===== src/rtl/vc_pkg.sv =====
package vc_pkg;
  typedef enum logic {
    DIR_LOAD  = 1'b0,
    DIR_STORE = 1'b1
  } dir_e;
endpackage


===== src/rtl/vc_keygen.sv =====
// Accumulating key generator with last-line memory for request merging.
module vc_keygen #(
  parameter int AW = 32,
  parameter int SW = 8,
  parameter int LB = 6
) (
  input  logic          clk,
  input  logic          rst_n,
  input  logic          load,
  input  logic [AW-1:0] load_key,
  input  logic          advance,
  input  logic [SW-1:0] stride,
  input  logic          take_line,
  output logic [AW-1:0] key,
  output logic [AW-1:0] line_addr,
  output logic          new_line
);
  logic [AW-1:0]    key_q;
  logic [AW-LB-1:0] last_q;
  logic             last_v;

  always_ff @(posedge clk) begin
    if (!rst_n) begin
      key_q  <= '0;
      last_q <= '0;
      last_v <= 1'b0;
    end else if (load) begin
      key_q  <= load_key;
      last_v <= 1'b0;
    end else begin
      if (advance) key_q <= key_q + AW'(stride);
      if (take_line) begin
        last_q <= key_q[AW-1:LB];
        last_v <= 1'b1;
      end
    end
  end

  assign key       = key_q;
  assign line_addr = {key_q[AW-1:LB], LB'(0)};
  assign new_line  = !last_v || (key_q[AW-1:LB] != last_q);
endmodule


===== src/rtl/vc_slot_table.sv =====
// Per-slot storage of element key and the fill sequence it waits for.
module vc_slot_table #(
  parameter int AW  = 32,
  parameter int CW  = 16,
  parameter int WIN = 4,
  localparam int WL = $clog2(WIN)
) (
  input  logic          clk,
  input  logic          rst_n,
  input  logic          wr_en,
  input  logic [WL-1:0] wr_ptr,
  input  logic [AW-1:0] wr_key,
  input  logic [CW-1:0] wr_tag,
  input  logic [WL-1:0] rd_ptr,
  output logic [AW-1:0] rd_key,
  output logic [CW-1:0] rd_tag
);
  logic [AW-1:0] key_m [WIN];
  logic [CW-1:0] tag_m [WIN];

  for (genvar g = 0; g < WIN; g++) begin : g_slot
    always_ff @(posedge clk) begin
      if (!rst_n) begin
        key_m[g] <= '0;
        tag_m[g] <= '0;
      end else if (wr_en && wr_ptr == WL'(g)) begin
        key_m[g] <= wr_key;
        tag_m[g] <= wr_tag;
      end
    end
  end

  assign rd_key = key_m[rd_ptr];
  assign rd_tag = tag_m[rd_ptr];
endmodule


===== src/rtl/vc_fetch_engine.sv =====
module vc_fetch_engine #(
  parameter int AW  = 32,
  parameter int SW  = 8,
  parameter int CW  = 16,
  parameter int WIN = 4,
  parameter int LB  = 6
) (
  input  logic          clk,
  input  logic          rst_n,
  input  logic          start,
  input  logic [AW-1:0] cfg_base,
  input  logic [AW-1:0] cfg_offset,
  input  logic [SW-1:0] cfg_elem_size,
  input  logic [CW-1:0] cfg_count,
  input  logic          cfg_store,
  output logic          busy,
  output logic          done,
  output logic          req_valid,
  input  logic          req_ready,
  output logic [AW-1:0] req_addr,
  input  logic          rsp_valid,
  output logic          iter_valid,
  input  logic          iter_ready,
  output logic [CW-1:0] iter_idx,
  output logic [AW-1:0] iter_key,
  input  logic          wb_valid
);
  import vc_pkg::*;
  localparam int WL = $clog2(WIN);

  logic          busy_q, done_q, req_v_q;
  dir_e          store_q;
  logic [SW-1:0] size_q;
  logic [CW-1:0] cnt_q, gen_q, hand_q, free_q, seq_q, rsp_q;
  logic [AW-1:0] req_a_q;

  logic [AW-1:0] key, line_addr, rd_key;
  logic [CW-1:0] rd_tag, lock_cnt, tag_new;
  logic new_line, need_req, req_free, room;
  logic launch, gen_fire, iter_fire, unlock, finish;

  assign launch   = start && !busy_q;
  assign lock_cnt = gen_q - free_q;
  assign room     = lock_cnt < CW'(WIN);
  assign need_req = (store_q == DIR_LOAD) && new_line;
  assign req_free = !req_v_q || req_ready;
  assign gen_fire = busy_q && (gen_q != cnt_q) && room && (!need_req || req_free);
  assign tag_new  = need_req ? seq_q + CW'(1) : seq_q;

  assign iter_valid = busy_q && (hand_q != gen_q) && (rsp_q >= rd_tag);
  assign iter_fire  = iter_valid && iter_ready;
  assign unlock     = busy_q && wb_valid && (free_q != hand_q);
  assign finish     = busy_q && (free_q == cnt_q);

  vc_keygen #(.AW(AW), .SW(SW), .LB(LB)) i_keygen (
    .clk       (clk),
    .rst_n     (rst_n),
    .load      (launch),
    .load_key  (cfg_base + cfg_offset),
    .advance   (gen_fire),
    .stride    (size_q),
    .take_line (gen_fire && need_req),
    .key       (key),
    .line_addr (line_addr),
    .new_line  (new_line)
  );

  vc_slot_table #(.AW(AW), .CW(CW), .WIN(WIN)) i_slots (
    .clk    (clk),
    .rst_n  (rst_n),
    .wr_en  (gen_fire),
    .wr_ptr (gen_q[WL-1:0]),
    .wr_key (key),
    .wr_tag (tag_new),
    .rd_ptr (hand_q[WL-1:0]),
    .rd_key (rd_key),
    .rd_tag (rd_tag)
  );

  always_ff @(posedge clk) begin
    if (!rst_n) begin
      busy_q  <= 1'b0;
      done_q  <= 1'b0;
      req_v_q <= 1'b0;
      req_a_q <= '0;
      store_q <= DIR_LOAD;
      size_q  <= '0;
      cnt_q   <= '0;
      gen_q   <= '0;
      hand_q  <= '0;
      free_q  <= '0;
      seq_q   <= '0;
      rsp_q   <= '0;
    end else if (launch) begin
      busy_q  <= 1'b1;
      done_q  <= 1'b0;
      req_v_q <= 1'b0;
      store_q <= dir_e'(cfg_store);
      size_q  <= cfg_elem_size;
      cnt_q   <= cfg_count;
      gen_q   <= '0;
      hand_q  <= '0;
      free_q  <= '0;
      seq_q   <= '0;
      rsp_q   <= '0;
    end else if (busy_q) begin
      if (finish) begin
        busy_q <= 1'b0;
        done_q <= 1'b1;
      end
      if (gen_fire) gen_q <= gen_q + CW'(1);
      if (gen_fire && need_req) begin
        req_v_q <= 1'b1;
        req_a_q <= line_addr;
        seq_q   <= seq_q + CW'(1);
      end else if (req_v_q && req_ready) begin
        req_v_q <= 1'b0;
      end
      if (iter_fire) hand_q <= hand_q + CW'(1);
      if (unlock)    free_q <= free_q + CW'(1);
      if (rsp_valid) rsp_q  <= rsp_q + CW'(1);
    end
  end

  assign busy      = busy_q;
  assign done      = done_q;
  assign req_valid = req_v_q;
  assign req_addr  = req_a_q;
  assign iter_idx  = hand_q;
  assign iter_key  = rd_key;
endmodule


===== config.mk =====
export PLATFORM = sky130hd
export DESIGN_NAME = vc_fetch_engine
export DESIGN_NICKNAME = d
export VERILOG_FILES = /design/src/rtl/vc_pkg.sv /design/src/rtl/vc_keygen.sv /design/src/rtl/vc_slot_table.sv /design/src/rtl/vc_fetch_engine.sv
export SDC_FILE = /design/constraint.sdc
export NUM_CORES = 1
export LEC_CHECK = 0
export ABC_CLOCK_PERIOD_IN_PS = 13400
export BUFFER_PORTS_ARGS = -buffer_cell sky130_fd_sc_hd__buf_2
export CAP_MARGIN = 30
export CORE_ASPECT_RATIO = 1.1
export CORE_UTILIZATION = 50
export DETAILED_ROUTE_END_ITERATION = 16
export PLACE_DENSITY_LB_ADDON = 0.12
export SLEW_MARGIN = 0
export SYNTH_ARGS = -nofsm -noshare
export SYNTH_HDL_FRONTEND = slang
export SYNTH_SLANG_ARGS = --single-unit
export TNS_END_PERCENT = 50

===== constraint.sdc =====
create_clock -name clk -period 13.4 [get_ports clk]
set_input_delay 2.68 -clock clk [delete_from_list [all_inputs] [get_ports clk]]
set_output_delay 2.68 -clock clk [all_outputs]
set_load 0.02 [all_outputs]

Yosys cells after proc, flatten, opt, wreduce, memory -nomap -nowiden
Memories as Yosys holds them, arrays and structs flattened. A register that Yosys moved wholly into a read port is not among the register bits.
Index checks and enable logic that the tools add are counted.
- add/subtract/negate cells: 8
- mux-type cells: 33
- order comparisons: 2
- reduce and logical (&&, ||, !) cells: 37
- equality and inequality tests: 8
- bitwise logic cells: 11
- operators with widths (kind ; count):
    $mux 32 ; 6
    $add 16x1->16 const B ; 5
    $mux 16 ; 5
    $ne 16x16->1 ; 3
    $add 32x32->32 ; 1
    $add 32x8->32 ; 1
    $ne 26x26->1 ; 1
    $mux 1 ; 18
    $logic_and 1x1->1 ; 17
    $eq 16x16->1 ; 1
    $ge 16x16->1 ; 1
    $lt 16x3->1 const B ; 1
    $reduce_and 2->1 ; 8
    $sub 16x16->16 ; 1
    $mux 2 ; 4
    $or 1x1->1 ; 8
    $eq 2x2->1 const B ; 2
    $logic_not 1->1 ; 4
    $reduce_bool 2->1 ; 2
    $logic_or 1x1->1 ; 3
    $not 1->1 ; 3
    $reduce_and 3->1 ; 1
    $eq 2x1->1 const B ; 1
    $logic_not 2->1 ; 1
    $reduce_or 2->1 ; 1
- memories: 2
- memory bits (writable): 192
- flip-flop bits (word level): 193
- logic and storage cells: 116
- memories (memory ; words ; width ; read ports ; clocked after Yosys merged registers in ; wr ports ; line ; RTL):
    i_slots.key_m ; 4 ; 32 ; 1 ; 1 ; 4 ; vc_slot_table.sv:18 ; logic [AW-1:0] key_m [WIN];
    i_slots.tag_m ; 4 ; 16 ; 1 ; 1 ; 4 ; vc_slot_table.sv:19 ; logic [CW-1:0] tag_m [WIN];

Depth between registers and ports, before layout
- depth after elaboration: 11
- gate-level depth with buffers: 15
- mapped depth without buffers: 12

Cells and area by module
A second synthesis with hierarchy kept.
- cell total of the unflattened synthesis: 2061
- area total of the unflattened synthesis: 21374.2 µm²
- modules (own cells, without submodules) (module ; sequential area each (µm²) ; area an instance (µm²) ; times used ; cells an instance):
    vc_fetch_engine ; 2802.7 ; 9385.3 ; 1 ; 1137
    vc_slot_table ; 5765.5 ; 8284.2 ; 1 ; 473
    vc_keygen ; 1181.1 ; 3704.8 ; 1 ; 451

Least setup slack after synthesis
OpenSTA, ideal clock, no wires.
- kind: input port to flip-flop
- start point: input port req_ready
- end point: memory i_slots.key_m[3][0] (enable)
- stages: 6
- path slack: 5.900 ns
- data required time: 12.880 ns
- arrival: 6.980 ns
- path through: nand2b_1 > o21ai_0 > nor4b_2 > nand2_1 > clkbuf_1 > o21ai_0
- RTL lines (what ; line ; RTL):
    from (decl) ; vc_fetch_engine.sv:19 ; input logic req_ready,
    to (decl) ; vc_slot_table.sv:18 ;

==> key figures <==
Run status
  – Outcome: finished clean

Clocking
  – Num Clock Sinks: 387
  – CTS Buf Count: 41
  – Hold_buf cts: 0
  – CTS tree: yes
  – Clk buf depth: 3
  – Post-CTS Repair Setup Buffers: 0
  – Root Driver: clkbuf_16
  – Post-CTS Resized: 0
  – Clk_lat worst skew: 0.57 ns
  – CTS H-Tree Depth: 2
  – Clock transition at path regs: roughly 0.07 ns

Route
  – # DRC: 0
  – Post-DR vias/cell: 5.684
  – Routed Antenna Nets: 0
  – Pre-antenna DRT Iters: 5
  – Routed wire length: 53,220 um
  – Initial drt markers: 1,154
  – Vias: ~16,000
  – Routed WL per cell: 19.05 um

Power and ir drop
  – Leakage power total: 9.163 nW
  – Overall Power: 2.903 mW
  – Max VDD drop: between 0.08 and 0.09 mV
  – Power Density: 123.0 nW/um^2

Hold path
  – Min-delay worst type: reg -> reg
  – HP Start: req_addr[12]

Critical path
  – Crit-path slowest cell: buf_4
  – Worst Path Max Fanout: 48
  – CP required: 10.72 ns
  – CP max stage delay: between 0.5 and 0.6 ns
  – Cell repeated most along the worst path: a21o_1
  – Worst-path cell chain: buf_4 -> mux4_2 -> inv_1 -> ha_1 -> a21o_1 -> a21o_1 -> a2111oi_0 -> o21ai_0 -> o21a_1 -> buf_2
  – CP Data Arrival Time: between 3 and 4 ns
  – CP endpoint kind: output port
  – Worst setup SP type: register
  – WS Path Type: reg -> out
  – RR Startpoint: free_q[7]

Finish
  – Fillers: 3,691
  – Commonest non-fill, non-tap cell in the layout: nand2_1
  – Commonest non-fill, non-tap cells in the layout: nand2_1, dfxtp_1, edfxtp_1
  – Diodes inserted: 0
  – Fin util: 57.16%
  – Layout area overhead: 12.67%
  – Non-Filler Instances: 2,794
  – Final #Nets: 2,378
  – Share of post-route cells with drive strength above 1: 15.58%

STA
  – Max Slew Vio Count: 0
  – Setup TNS: 0 ns
  – Worst hold slack: 0.4443 ns
  – Hold Vio Cnt, Final: 0
  – Slew @ Worst Pin: 0.9796 ns
  – RSZ-0062 raised after global routing: false
  – Tmin final: 6.397 ns
  – Slew margin rel.: 33.84%
  – Max frequency: 156.3 MHz
  – # setup viols final: 0
  – Clk_skew: about 0.016 ns
  – Final period utilization: approximately 48%

Floorplanning
  – Die area: between 40,000 and 50,000 um^2
  – CORE AREA: roughly 41,000 um^2
  – Die span in x: slightly below 200 um
  – Initial core utilization: 50.73%
  – Rows: 78
  – Die Y-Extent: 216.7 um
  – I/O Pins: 180

GRT
  – Gr ovfl total: 0
  – Gr usage total: between 20% and 30%
  – First-pass GRT wire length: approximately 85,000 um
  – Largest net degree at the start of global routing: 81
  – Vias in the first global route: 15,353
  – Initial antenna violation count: 0

Yosys
  – Post-synth ARST share: 0%
  – Share of the synthesized area in the top cell type: 27.53%
  – Top cell type by total area after synthesis: edfxtp_1
  – Ys flop type: dfxtp_1
  – Register bit count reported by yosys: 387
  – Synth area leaders: edfxtp_1, dfxtp_1, mux4_2
  – Post-Synthesis Cells: approximately 2,100
  – Synth warn: 0
  – Number of synthesized flops with an enable pin: 192
  – Mean Syn Cell Area: 9.959 um^2
  – Count of cell types in the netlist: 87
  – Sequential element share of the synthesized area: 46.17%
  – Netlist Area Pre-Place: 20,940 um^2

Placement
  – Placed instance count: 2,720
  – Final HPWL DP: 37,460 um
  – RePlAce Congestion: 0.8762
  – Port bufs: 173

Run
  – Max-Cap Viols: 0
cells by family (layout without fill, tap and decap cells):
| family | Yosys count | in the layout | share of synthesized area (%) |
|---|---|---|---|
| other | 1 | 6 | 0.01791 |
| muxes | 56 | 56 | 5.544 |
| buffers and inverters | 205 | 331 | 3.931 |
| and+or+nand+nor | 797 | 797 | 19.09 |
| AOI/OAI and AO/OA | 379 | 379 | 12.13 |
| adders and majority gates | 79 | 79 | 4.791 |
| xor gates and xnor gates | 199 | 199 | 8.322 |
| DFF | 387 | 387 | 46.17 |
routing by layer:
metal  track usage [%]  wire, um  up-vias
met5                 0         0        -
met4             8.114      1447        0
met3             3.859      2881       97
met2             40.81     24800      479
met1             34.84     24090     7663
li1                  -         -     7642
critical path, delay by kind of cell (launching register included):
kind,cells,cell delay [ns]
buffers and inverters,3,0.87
AOI/OAI and AO/OA,5,1.29
muxes,1,0.41
adders and majority gates,1,0.24
DFF,1,0.31
final timing paths:
path | end | slack [ns] | cells past startpoint
worst max-delay path | iter_valid | 7.00 | 10
worst min-delay path | req_addr[12] | 0.44 | 2
worst max register to register | i_slots.tag_m[1][7] | 7.85 | 12
worst min register to register | req_addr[12] | 0.44 | 2
area by class of cell:
cell class / count / area [um^2] / share of cell area, %
clock buffers: 57 / 1147 / 4.862
clock inverters: 17 / 260.3 / 1.103
inverters: 65 / 244.0 / 1.034
multi-input cells: 1516 / 10510 / 44.53
flip-flops and latches: 387 / 9674 / 41.00
well taps: 560 / 700.7 / 2.969
repair buffers: 192 / 1064 / 4.507
flip-flops by register name, indices dropped and copies added (netlist names), named ones only:
name,flops
i_keygen.last_v,1
i_keygen.last_q,26
done,1
cnt_q,16
rsp_q,16
i_slots.tag_m,64
i_keygen.key,32
size_q,8
busy,1
iter_idx,16
i_slots.key_m,128
free_q,16
gen_q,16
seq_q,16
req_addr,26
req_valid,1
store_q,1
where the power goes:
group          leakage, nW  switching (mW)  internal, mW
Combinational         4.90           0.226         0.137
Clock                0.691           0.481         0.702
Sequential            3.57          0.0558          1.30
Total                 9.16           0.762          2.14
cells in the mapped netlist (all sizes together) (9+ instances only):
cell type	count
o211ai	13
xor2	85
buf	30
nand4	41
o21a	12
or3	18
nor3	36
nand3	47
nor2	186
and3	33
ha	77
o21ai	70
a21boi	81
xnor2	114
inv	65
a21oi	86
nand2b	16
clkbuf	110
a31o	12
edfxtp	192
mux4	48
nand2	227
a21o	26
o22ai	15
dfxtp	195
or4	9
nor2b	21
nor4	23
and2	111
per-stage QoR:
step / setup slack [ns] / instance area [um^2]
after global routing: 6.774 / 23600
after global placement: 7.154 / 22110
after floorplan: 5.900 / 20960
after detailed placement: 7.222 / 22190
final: 7.003 / 23600
after CTS: 6.918 / 23600
Power figures use the tool's default switching activity.
